--- src/rtl/cam_pkg.sv ---
package cam_pkg;
  // Operation accepted in a cycle; a write outranks a search.
  typedef enum logic [1:0] {
    CAM_IDLE   = 2'd0,
    CAM_WRITE  = 2'd1,
    CAM_SEARCH = 2'd2
  } cam_op_e;
endpackage

--- src/rtl/cam_storage.sv ---
module cam_storage #(
  parameter int WORDS = 8,
  parameter int WIDTH = 9,
  localparam int ROW_W = (WORDS > 1) ? $clog2(WORDS) : 1
) (
  input  logic             clk,
  input  logic             rst_n,
  input  logic             wr_en,
  input  logic [ROW_W-1:0] wr_row,
  input  logic [WIDTH-1:0] wr_data,
  input  logic             wr_live,
  output logic [WIDTH-1:0] rows_o [WORDS],
  output logic [WORDS-1:0] valid_o
);
  logic [WORDS-1:0] valid_d;
  logic [WORDS-1:0] row_sel;

  for (genvar g = 0; g < WORDS; g++) begin : g_row
    assign row_sel[g] = wr_en && (wr_row == ROW_W'(g));

    // Data cells carry no reset; the valid flag guards them.
    always_ff @(posedge clk) begin
      if (row_sel[g]) rows_o[g] <= wr_data;
    end
  end

  always_comb begin
    valid_d = valid_o;
    for (int i = 0; i < WORDS; i++) begin
      if (row_sel[i]) valid_d[i] = wr_live;
    end
  end

  always_ff @(posedge clk or negedge rst_n) begin
    if (!rst_n) valid_o <= '0;
    else        valid_o <= valid_d;
  end


  wr_store_chk: assert property (@(posedge clk) disable iff (!rst_n)
    wr_en |=> (rows_o[$past(wr_row)] == $past(wr_data)) &&
              (valid_o[$past(wr_row)] == $past(wr_live)));
endmodule

--- src/rtl/cam_compare.sv ---
module cam_compare #(
  parameter int WORDS = 8,
  parameter int WIDTH = 9
) (
  input  logic [WIDTH-1:0] rows_i [WORDS],
  input  logic [WORDS-1:0] valid_i,
  input  logic [WIDTH-1:0] arg_i,
  input  logic [WIDTH-1:0] key_i,
  output logic [WORDS-1:0] hit_o
);
  for (genvar g = 0; g < WORDS; g++) begin : g_cmp
    logic [WIDTH-1:0] agree;
    // Position passes when the bits are equal or the key leaves it out.
    assign agree    = ~(rows_i[g] ^ arg_i) | ~key_i;
    assign hit_o[g] = valid_i[g] & (&agree);
  end
endmodule

--- src/rtl/cam_pick.sv ---
module cam_pick #(
  parameter int WORDS = 8,
  localparam int ROW_W = (WORDS > 1) ? $clog2(WORDS) : 1,
  localparam int CNT_W = $clog2(WORDS + 1)
) (
  input  logic             clk,
  input  logic             rst_n,
  input  logic [WORDS-1:0] match_i,
  output logic             any_o,
  output logic [CNT_W-1:0] count_o,
  output logic [ROW_W-1:0] row_o,
  output logic [WORDS-1:0] grant_o
);
  always_comb begin
    row_o   = '0;
    grant_o = '0;
    for (int i = WORDS - 1; i >= 0; i--) begin
      if (match_i[i]) begin
        row_o   = ROW_W'(i);
        grant_o = WORDS'(1) << i;
      end
    end
  end

  always_comb begin
    count_o = '0;
    for (int i = 0; i < WORDS; i++) count_o = count_o + CNT_W'(match_i[i]);
  end

  assign any_o = |match_i;


  grant_onehot_chk: assert property (@(posedge clk) disable iff (!rst_n)
    $onehot0(grant_o) && (any_o == (grant_o != '0)));


  any_count_chk: assert property (@(posedge clk) disable iff (!rst_n)
    any_o == (count_o != '0));
endmodule

--- src/rtl/cam_search_unit.sv ---
module cam_search_unit #(
  parameter int WORDS = 8,
  parameter int WIDTH = 9,
  localparam int ROW_W = (WORDS > 1) ? $clog2(WORDS) : 1,
  localparam int CNT_W = $clog2(WORDS + 1)
) (
  input  logic             clk,
  input  logic             rst_n,
  input  logic             wr_en,
  input  logic [ROW_W-1:0] wr_row,
  input  logic [WIDTH-1:0] wr_data,
  input  logic             wr_live,
  input  logic             search_en,
  input  logic [WIDTH-1:0] arg_in,
  input  logic [WIDTH-1:0] key_in,
  input  logic             pop,
  output logic             hit_any,
  output logic [CNT_W-1:0] hit_count,
  output logic [ROW_W-1:0] hit_row,
  output logic [WIDTH-1:0] hit_data
);
  import cam_pkg::*;

  // Reset: asserted at once, released through two flops.
  logic rst_meta_q, rst_sync_n;
  always_ff @(posedge clk or negedge rst_n) begin
    if (!rst_n) begin
      rst_meta_q <= 1'b0;
      rst_sync_n <= 1'b0;
    end else begin
      rst_meta_q <= 1'b1;
      rst_sync_n <= rst_meta_q;
    end
  end

  logic [WIDTH-1:0] rows [WORDS];
  logic [WORDS-1:0] valid;
  logic [WORDS-1:0] hit_vec;
  logic [WORDS-1:0] grant;
  logic [WORDS-1:0] match_q, match_d;
  cam_op_e          op;

  cam_storage #(.WORDS(WORDS), .WIDTH(WIDTH)) u_store (
    .clk     (clk),
    .rst_n   (rst_sync_n),
    .wr_en   (wr_en),
    .wr_row  (wr_row),
    .wr_data (wr_data),
    .wr_live (wr_live),
    .rows_o  (rows),
    .valid_o (valid)
  );

  cam_compare #(.WORDS(WORDS), .WIDTH(WIDTH)) u_cmp (
    .rows_i  (rows),
    .valid_i (valid),
    .arg_i   (arg_in),
    .key_i   (key_in),
    .hit_o   (hit_vec)
  );

  cam_pick #(.WORDS(WORDS)) u_pick (
    .clk     (clk),
    .rst_n   (rst_sync_n),
    .match_i (match_q),
    .any_o   (hit_any),
    .count_o (hit_count),
    .row_o   (hit_row),
    .grant_o (grant)
  );

  always_comb begin
    if (wr_en)          op = CAM_WRITE;
    else if (search_en) op = CAM_SEARCH;
    else                op = CAM_IDLE;
  end

  always_comb begin
    match_d = match_q;
    if (op == CAM_SEARCH) match_d = hit_vec;
    else if (pop)         match_d = match_q & ~grant;
  end

  always_ff @(posedge clk or negedge rst_sync_n) begin
    if (!rst_sync_n) match_q <= '0;
    else             match_q <= match_d;
  end

  assign hit_data = hit_any ? rows[hit_row] : '0;


  wr_blocks_search_chk: assert property (@(posedge clk) disable iff (!rst_sync_n)
    (wr_en && search_en && !pop) |=> $stable(match_q));


  key_zero_chk: assert property (@(posedge clk) disable iff (!rst_sync_n)
    (search_en && !wr_en && (key_in == '0)) |=> (match_q == $past(valid)));


  invalid_nomatch_chk: assert property (@(posedge clk) disable iff (!rst_sync_n)
    (search_en && !wr_en) |=> ((match_q & ~$past(valid)) == '0));


  pop_clear_chk: assert property (@(posedge clk) disable iff (!rst_sync_n)
    (pop && hit_any && !(search_en && !wr_en)) |=> !match_q[$past(hit_row)]);
endmodule

--- config.mk ---
export PLATFORM = sky130hd
export DESIGN_NAME = cam_search_unit
export DESIGN_NICKNAME = d
export VERILOG_FILES = /design/src/rtl/cam_pkg.sv /design/src/rtl/cam_storage.sv /design/src/rtl/cam_compare.sv /design/src/rtl/cam_pick.sv /design/src/rtl/cam_search_unit.sv
export SDC_FILE = /design/constraint.sdc
export NUM_CORES = 1
export LEC_CHECK = 0
export ABC_AREA = 0
export BUFFER_PORTS_ARGS = -buffer_cell sky130_fd_sc_hd__buf_4
export CAP_MARGIN = 20
export CELL_PAD_IN_SITES_DETAIL_PLACEMENT = 0
export CELL_PAD_IN_SITES_GLOBAL_PLACEMENT = 2
export CORE_ASPECT_RATIO = 0.5
export CORE_MARGIN = 3
export CORE_UTILIZATION = 35
export CTS_BUF_LIST = sky130_fd_sc_hd__clkbuf_16
export DETAILED_ROUTE_END_ITERATION = 10
export PLACE_DENSITY_LB_ADDON = 0.1
export SLEW_MARGIN = 10
export SYNTH_ARGS = -nofsm -noshare
export SYNTH_HDL_FRONTEND = slang
export SYNTH_SLANG_ARGS = --single-unit
--- constraint.sdc ---
create_clock -name clk -period 4.26 [get_ports clk]
set_input_delay 0.639 -clock clk [delete_from_list [all_inputs] [get_ports clk]]
set_output_delay 0.639 -clock clk [all_outputs]
set_load 0.01 [all_outputs]
==> results of run 1 <==
==> worst max-delay path: stages, from the launching register on <==
cell and delay, ns:
dfrtp_1 0.44, inv_1 0.15, ha_1 0.30, inv_1 0.04
fa_1 0.49, fa_1 0.43, fa_1 0.43, fa_1 0.45
xnor2_1 0.17, buf_4 0.14
==> routing by layer <==
layer  part of all wire (%)  vias up  GRT usage [%]
li1                       -     1669              -
met1                     48     1906           30.3
met2                     42      167           26.9
met3                    7.8       25           5.04
met4                    2.4        0           6.83
met5                      0        -              0
==> sequential cells by signal, indices dropped and copies added (netlist names) <==
register and flops:
match_q 8, rst_meta_q 1, rst_sync_n 1, u_store.rows_o 72, u_store.valid_o 8
==> final timing paths <==
kind | slack (ns) | to
worst max-delay path | 0.23 | hit_count[2]
worst min-delay path | 0.07 | rst_sync_n
worst max register to register | 2.42 | match_q[1]
worst min register to register | 0.29 | match_q[5]
max in group asynchronous | 3.48 | match_q[0]
min in group clk | 0.36 | rst_sync_n
==> final cells by class <==
cell class | count | area [sq um] | area share, %
multi-input combinational | 284 | 2210 | 37.3
clock inverter | 7 | 70.1 | 1.18
tap | 192 | 240 | 4.06
inverter | 17 | 63.8 | 1.08
sequential | 90 | 2610 | 44.2
clock buffer | 9 | 225 | 3.81
timing repair buffer | 66 | 495 | 8.38
==> cell usage after synthesis, types with 4 or more instances <==
cell and n:
nand2b_1 14, a211oi_1 18, nor3b_1 18, edfxtp_1 72, o21bai_1 9, nand2_1 11, a22o_1 8, buf_2 4
fa_1 4, inv_1 16, mux2_1 8, a221oi_1 8, a31oi_1 9, dfrtp_1 18, xor2_1 72, nor4_1 10
o21ai_1 5, clkbuf_1 22, ha_1 4, a22oi_1 16, nand3_1 16, nor2_1 9, a221o_1 9, nor3_1 5
==> logic make-up (layout without fill, tap and decap cells) <==
family / after synthesis / count (layout)
DFF: 90 / 90
AOI/OAI and AO/OA: 100 / 100
buffers and inverters: 47 / 99
muxes: 8 / 8
and+or+nand+nor: 94 / 94
adders and majority gates: 8 / 8
other: 1 / 1
xor gates and xnor gates: 73 / 73
==> per-stage QoR <==
step           total power [mW]  instances  instance area [sq um]  setup WS, ns  hold WS [ns]
6_report                   2.19        665                   5910         0.233        0.0706
3_3_place_gp               1.41        649                   5620         0.585         0.298
3_5_place_dp               1.41        649                   5620         0.487         0.314
4_1_cts                    2.21        665                   5910         0.107        0.0603
2_1_floorplan              1.25        421                   5010         0.751         0.200
5_1_grt                    2.28        665                   5910        0.0540        0.0612
==> timing repair <==
item                       in CTS  in global routing
setup endpoints to repair       0                  1
hold buffers                    0                  0
resized for setup               0                  1
==> power by group <==
part	switching, mW	internal (mW)	total [mW]
clock	0.341	0.454	0.794
sequential	0.0314	0.995	1.03
combinational	0.224	0.145	0.368
total	0.596	1.59	2.19
==> metrics.cfg, run 1 <==
[synth]
synth_top_area_cell=edfxtp_1
muxShareOfSynthArea_pct=1.80
ys_ff_latch=90
synth-compound-area-share_pct=15.8
synth_top_family_by_area=compound AO/OA/AOI/OAI gates
synth_xor_area_share_pct=12.8
synth_edf_count=72
yosys_most_used_dff=edfxtp_1
ys_async_sr_fraction_pct=20.0
yosysSeqAreaShare_pct=52.2
synthesis.area_sq_um=5010
yosys-top-cells-area=edfxtp_1 43%, xor2_1 13%, dfrtp_1 9.0%, a211oi_1 2.7%, nor3b_1 2.7%
yosysWarnings=0
yosys.area_share.simple_pct=10.8
syn_inst=421
synth_nets=465
synth_top_area_share_pct=43.2
yosysUniqueCellTypes=51
synthAdderAreaFrac_pct=2.60
syn_avg_cell_area_sq_um=11.9

[worst_setup_path]
endpoint_kind=output port
worstPathRequired_ns=3.62
start_kind=register
setup.worst_path.start=match_q[1]
reg2reg_depth=5
cp.arrival_ns=3.39
r2r_start=u_store.rows_o[61]
critPathKind=register to output port
crit_fanout=5

[layout]
nFillCells=1306
syn_to_final_growth_pct=18.1
nNetsFinal=512
drive_above_1_share_pct=18.8
utilization_pct=42.9
final_cell_mix=72 x xor2_1, 72 x edfxtp_1, 66 x buf_4
antenna_cells=0

[cts]
clk_path_buf_depth=2
cts_max_level=3
clock-root-buffer=clkbuf_16
cts_tree=yes
post_cts_buffers=0
cts_buffers=9
clk_pin_slew_ns=0.07
clock_latency_ns=0.34
numClockSinks=90

[sta]
setup_viol=0
grt_setup_unrepaired=no
fin_worst_skew_ns=0.00811
fin_crit_ns=4.03
tightest_slew_ns=0.852
fin_setup_tns_ns=0
hold_violations=0
fin_crit_sh_pct=94.5
slew_headroom_pct=42.9
clock.fmax_mhz=248
final_max_slew_viol_count=0

[drt]
antenna_left=0
viasPerCell=5.66
dr.pass1.iters=5
finalWirelength_um=15600
drtIter0Drc=494
via_count=3767
drc_errors=0
wl_per_cell_um=23.5

[floorplanning]
ios=53
rows=30
dieArea_sq_um=15900
initial_core_util_pct=36.4
die_h_um=90.6
coreArea_sq_um=13800
die_x_um=175

[pwr]
cellPowerDensity_nw_per_um2=370
ir_drop_v=0.000178
power_leakage_nw=2.24

[worst_hold_path]
hp-class=input port to async pin

[global_routing]
grt_pass1_vias=3708
grt_first_pass_wirelength_um=23000
grt_start_max_net_pins=28
antenna_found_initial=0
overflow=0
track_usage_pct=19.8

[placement]
dp_hpwl_um=11000
place.port_buffers=52
gp_congestion=0.831

[flow_run]
drv_cap=0

[run_status]
status=complete, no violations

(Power assumes the default switching activity.)
==> inputs of run 2 (changes only) <==
clock period = 4.1 ns   (was 4.26 ns; I/O delays follow)
==> metrics.cfg, run 2 (synthesized netlist as in run 1, its figures left out) <==
[worst_setup_path]
start_kind=register
cp.arrival_ns=3.28  ; -0.11 ns
endpoint_kind=output port
crit_fanout=5  ; unchanged
critPathKind=register to output port
worstPathRequired_ns=3.48  ; -0.14 ns

[flow_run]
drv_cap=0  ; unchanged

[placement]
dpl_cell_area_sq_um=5610  ; -0.13%
dp.cells=648  ; -0.15%
place.port_buffers=52  ; unchanged
gp_congestion=0.826  ; -0.70%
dp_hpwl_um=10800  ; -2.0%

[global_routing]
antenna_found_initial=0  ; unchanged
grt_start_max_net_pins=28  ; unchanged
grt_pass1_vias=3669  ; -1.1%
grt_first_pass_wirelength_um=22600  ; -1.7%
track_usage_pct=19.5  ; -0.33 points
overflow=0  ; unchanged

[cts]
clock-root-buffer=clkbuf_16
cts_max_level=3  ; unchanged
cts_hold_buf=0  ; unchanged
clk_path_buf_depth=2  ; unchanged
cts_buffers=9  ; unchanged
clk_pin_slew_ns=0.07  ; about the same
numClockSinks=90  ; unchanged
clock_latency_ns=0.34  ; about the same
cts_tree=yes

[drt]
antenna_left=0  ; unchanged
via_count=3725  ; -1.1%
dr.pass1.iters=5  ; unchanged
drtIter0Drc=424  ; -14%
viasPerCell=5.58  ; -1.4%
wl_per_cell_um=23.2  ; -1.6%
finalWirelength_um=15400  ; -1.3%
drc_errors=0  ; unchanged

[floorplanning]
ios=53  ; unchanged
initial_core_util_pct=36.4  ; unchanged
coreArea_sq_um=13800  ; unchanged
rows=30  ; unchanged
die_x_um=175  ; unchanged
dieArea_sq_um=15900  ; unchanged
die_h_um=90.6  ; unchanged

[pwr]
total_power_mw=2.30  ; +5.0%
power_leakage_nw=2.25  ; +0.35%
swShare_pct=27.7  ; +0.53 points
netSwitchingPower_mw=0.638  ; +7.1%
cellPowerDensity_nw_per_um2=387  ; +4.6%
power.internal_mw=1.66  ; +4.3%
ir_drop_v=0.000191  ; +6.9%
combPwrFrac_pct=16.6  ; -0.2 points
clockPowerShare_pct=37.1  ; +0.8 points
p_seq_share_pct=46.3  ; -0.6 points

[layout]
largest_reg_flops=72  ; unchanged
final_cell_area_sq_um=5940  ; +0.38%
nFillCells=1313  ; +0.54%
reg_top3=u_store.rows_o (72), match_q (8), u_store.valid_o (8)
drive_above_1_share_pct=19.6  ; +0.76 points
final_cell_mix=72 x xor2_1, 72 x edfxtp_1, 68 x buf_4
syn_to_final_growth_pct=18.5
multiInputGateArea_sq_um=2210  ; unchanged
regArea_sq_um=2610  ; unchanged
stdcell_count=667  ; +0.30%
nNetsFinal=514  ; +0.39%
largest-register=u_store.rows_o
antenna_cells=0  ; unchanged

[sta]
holdWs_ns=0.0387  ; -0.0319 ns
setup_viol=0  ; unchanged
fin_worst_skew_ns=0.00612  ; -0.00199 ns
tightest_slew_ns=0.984  ; +0.132 ns
clock.fmax_mhz=257
final_max_slew_viol_count=0  ; unchanged
hold_violations=0  ; unchanged
fin_setup_tns_ns=0  ; unchanged
fin_crit_sh_pct=95.0
slew_headroom_pct=34.4  ; -8.5 points
grt_setup_unrepaired=no
fin_crit_ns=3.89

[run_status]
status=complete, no violations

[worst_hold_path]
hp-class=input port to async pin

run 2: cell types whose count changed in the layout (fill, tap and decap cells not counted), sizes merged:
cell / previous run / this run
clkinv: 1 / 2
buf: 66 / 68
inv: 20 / 19
run 2: area by class of cell:
class / count / area share [%]
well taps: 192 / 4.05
multi-input cells: 284 / 37.2
flip-flops and latches: 90 / 44.0
clock inverters: 7 / 1.31
inverters: 17 / 1.07
clock buffers: 9 / 3.79
repair buffers: 68 / 8.60
run 2: power groups by stage:
stage	Clock [mW]	Sequential [mW]	Combinational (mW)
3_3_place_gp	0	1.08	0.374
6_report	0.852	1.07	0.382
3_5_place_dp	0	1.08	0.378
2_1_floorplan	0	1.07	0.222
4_1_cts	0.864	1.07	0.380
5_1_grt	0.905	1.07	0.413
run 2: metrics by stage:
| step | utilization [%] | worst slack (ns) |
|---|---|---|
| 5_1_grt | 43.1 | 0.0484 |
| 3_3_place_gp | 40.7 | 0.451 |
| 4_1_cts | 42.9 | 0.111 |
| 6_report | 43.1 | 0.206 |
| 3_5_place_dp | 40.7 | 0.390 |
| 2_1_floorplan | - | 0.615 |
run 2: what timing repair did:
| item | in CTS | in global routing |
|---|---|---|
| endpoints found under the setup margin | 1 | 1 |
| setup buffers | 0 | 3 |
| resized for setup | 1 | 1 |
| pin swaps | 0 | 0 |
run 2: final timing paths:
| path | from | end | slack, ns | cells past startpoint |
|---|---|---|---|---|
| worst min register to register | rst_sync_n | u_store.valid_o[6] | 0.27 | 0 |
| max in group asynchronous | rst_sync_n | match_q[0] | 3.36 | 0 |
| worst max register to register | u_store.rows_o[61] | match_q[1] | 2.18 | 5 |
| worst max-delay path | match_q[1] | hit_count[2] | 0.21 | 9 |
| worst min-delay path | rst_n | rst_meta_q | 0.04 | 1 |
| min in group clk | rst_meta_q | rst_sync_n | 0.36 | 0 |
run 2: critical path: stages (launching register included):
cell and delay, ns:
dfrtp_1 0.43, inv_2 0.10, ha_1 0.28, inv_1 0.05, fa_1 0.49, fa_1 0.43
fa_1 0.43, fa_1 0.44, xnor2_1 0.16, buf_4 0.14
run 2: metal layers:
| metal | GRT usage [%] | up-vias | share of wire, % |
|---|---|---|---|
| li1 | - | 1680 | - |
| met1 | 29.1 | 1863 | 49 |
| met2 | 27.8 | 152 | 41 |
| met3 | 5.16 | 30 | 7.5 |
| met4 | 5.57 | 0 | 2.1 |
| met5 | 0 | - | 0 |
==> inputs of run 3 (changes only) <==
CTS_CLUSTER_DIAMETER = 50   (was unset)
SYNTH_HIERARCHICAL = 1   (was unset)
==> metrics.cfg, run 3 <==
[run_status]
status=complete, no violations

[worst_setup_path]
r2r_slack_ns=2.56  ; +0.38 ns
start_kind=register
crit_fanout=6  ; +1
path_cells=fa_1 > inv_1 > fa_1 > fa_1 > inv_1 > ha_1 > inv_1 > fa_1 > xnor2_1 > buf_4
cp-endpoint=hit_count[2]
r2r_end=match_q[6]
path_common_cell=fa_1
cp.arrival_ns=3.31  ; +0.03 ns
critPathKind=register to output port
setup.worst_path.start=match_q[0]
worstPathRequired_ns=3.48  ; about the same
slowest_stage=fa_1
reg2reg_depth=6  ; +1
r2r_start=u_store/rows_o[16]
endpoint_kind=output port
max_stage_delay_ns=0.55  ; +0.06 ns

[synth]
synth_top_area_share_pct=42.9  ; -0.27 points
synth_common_cells=72 x edfxtp_1, 72 x xor2_1, 40 x nand2_1
yosysSeqAreaShare_pct=51.8  ; -0.32 points
synth_edf_count=72  ; unchanged
ys_ff_latch=90  ; unchanged
syn_inst=388  ; -7.8%
synth_nets=433  ; -6.9%
syn_avg_cell_area_sq_um=13.0  ; +9.2%
yosysUniqueCellTypes=42  ; -18%
yosys_most_used_dff=edfxtp_1
ys_async_sr_fraction_pct=20.0  ; unchanged
yosysWarnings=6  ; +6
synthesis.area_sq_um=5040  ; +0.62%
yosys-top-cells-area=edfxtp_1 43%, xor2_1 13%, dfrtp_1 8.9%, mux4_1 5.2%, a22oi_1 4.8%
synth_top_area_cell=edfxtp_1

[layout]
largest_reg_flops=72  ; unchanged
antenna_cells=0  ; unchanged
nFillCells=1323  ; +0.76%
reg_top3=u_store/rows_o (72), match_q (8), u_store/valid_o (8)
nNetsFinal=478  ; -7.0%
syn_to_final_growth_pct=17.2
final_cell_mix=72 x xor2_1, 72 x edfxtp_1, 61 x buf_4
drive_above_1_share_pct=22.8  ; +3.3 points
largest-register=u_store/rows_o

[pwr]
netSwitchingPower_mw=0.654  ; +2.6%
ir_drop_v=0.000208  ; +9.2%
clockPowerShare_pct=34.4  ; -2.7 points
power_leakage_nw=2.31  ; +2.8%
combPwrFrac_pct=20.9  ; +4.3 points
p_seq_share_pct=44.7  ; -1.6 points
total_power_mw=2.40  ; +4.3%
power.internal_mw=1.74  ; +4.9%
swShare_pct=27.3  ; -0.45 points
cellPowerDensity_nw_per_um2=406  ; +4.9%

[sta]
slew_headroom_pct=28.9  ; -5.5 points
hold_violations=0  ; unchanged
fin_setup_tns_ns=0  ; unchanged
tightest_slew_ns=1.06  ; +0.0781 ns
fin_crit_sh_pct=95.7  ; +0.68 points
holdWs_ns=0.0510  ; +0.0122 ns
final_max_slew_viol_count=0  ; unchanged
clock.fmax_mhz=255  ; -0.72%
setup_viol=0  ; unchanged
fin_worst_skew_ns=0.00529  ; -0.000824 ns
fin_crit_ns=3.92  ; +0.0280 ns
grt_setup_unrepaired=no

[global_routing]
overflow=0  ; unchanged
grt_first_pass_wirelength_um=19800  ; -13%
grt_pass1_vias=3348  ; -8.7%
track_usage_pct=16.9  ; -2.7 points
grt_start_max_net_pins=19  ; -32%
antenna_found_initial=0  ; unchanged

[floorplanning]
dieArea_sq_um=16000  ; +0.59%
initial_core_util_pct=36.5  ; +0.13 points
ios=53  ; unchanged
die_h_um=90.9  ; +0.29%
rows=30  ; unchanged
coreArea_sq_um=13800  ; +0.27%
die_x_um=176  ; +0.30%

[cts]
clock_latency_ns=0.33  ; about the same
cts_tree=yes
clk_path_buf_depth=2  ; unchanged
clock-root-buffer=clkbuf_16
clk_pin_slew_ns=0.06  ; about the same
cts_buffers=9  ; unchanged
numClockSinks=90  ; unchanged
cts_max_level=3  ; unchanged

[flow_run]
drv_cap=0  ; unchanged

[worst_hold_path]
hp-class=input port to async pin

[drt]
drtIter0Drc=175  ; -59%
wl_per_cell_um=21.2  ; -8.3%
antenna_left=0  ; unchanged
drc_errors=0  ; unchanged
finalWirelength_um=13400  ; -13%
viasPerCell=5.14  ; -7.9%
dr.pass1.iters=4  ; -1
via_count=3239  ; -13%

[placement]
gp_congestion=0.835  ; +1.1%
place.port_buffers=52  ; unchanged
dp_hpwl_um=9560  ; -12%

==> run 3: cell count changes after synthesis, moves of 10 or more <==
cell / previous run / this run
mux4_1: 0 / 10
a22oi_1: 16 / 32
a211oi_1: 18 / 1
nand2b_1: 14 / 1
nor2_1: 9 / 19
clkbuf_1: 22 / 7
nand2_1: 11 / 40
nor3b_1: 18 / 1
==> run 3: power by group through the flow <==
stage | clock network (mW) | registers (mW) | logic (mW)
after detailed placement | 0 | 1.09 | 0.498
after global placement | 0 | 1.09 | 0.492
after floorplan | 0 | 1.08 | 0.315
after global routing | 0.888 | 1.08 | 0.546
final | 0.826 | 1.07 | 0.502
after CTS | 0.842 | 1.07 | 0.499
==> run 3: stage by stage <==
stage	worst slack, ns	area (sq um)	utilization [%]	cells
3_5_place_dp	0.393	5560	40.2	608
3_3_place_gp	0.459	5560	40.2	608
5_1_grt	0.0138	5910	42.8	630
4_1_cts	0.0193	5860	42.4	624
2_1_floorplan	0.601	5040	-	388
6_report	0.178	5910	42.8	630
==> run 3: repair_timing <==
action	4_1_cts	5_1_grt
endpoints found under the setup margin	0	2
setup buffers	0	6
gates resized for setup	0	2
hold buffers	0	0
==> run 3: cell families after synthesis <==
family,Yosys count,synth area share (%)
adder cells (fa/ha/maj),9,2.83
buffers and inverters,45,4.64
AO/OA/AOI/OAI,38,5.49
other,1,0.0744
multiplexers,35,12.4
XOR/XNOR,73,12.7
AND/OR/NAND/NOR,97,10.1
flip-flops,90,51.8
==> run 3: worst min-delay path by stage <==
| stage | startpoint | end | slack (ns) |
|---|---|---|---|
| after floorplan | rst_sync_n | match_q[0] | 0.20 |
| after global placement | rst_sync_n | match_q[6] | 0.32 |
| after detailed placement | rst_sync_n | match_q[6] | 0.34 |
| after CTS | rst_n | rst_meta_q | 0.04 |
| after global routing | rst_n | rst_meta_q | 0.04 |
| final | rst_n | rst_meta_q | 0.05 |
==> run 3: critical path, delay by kind of cell, from the launching register on <==
kind	cells	cell delay, ns
adder cells (fa/ha/maj)	5	2.03
XOR/XNOR	1	0.17
buffers and inverters	4	0.32
flip-flops	1	0.45
==> run 3: layout make-up <==
cell class	count	area, sq um	share of cell area (%)
Multi-Input combinational cell	253	2220	37.7
Clock inverter	7	75.1	1.27
Clock buffer	9	225	3.81
Sequential cell	90	2620	44.3
Tap cell	192	240	4.07
Timing Repair Buffer	61	458	7.75
Inverter	18	67.6	1.14
==> run 3: routing by layer <==
metal  global-route usage (%)  wire [um]
met1                     23.7       6170
met2                     26.0       5970
met3                     4.32        990
met4                     4.54        239
met5                        0          0
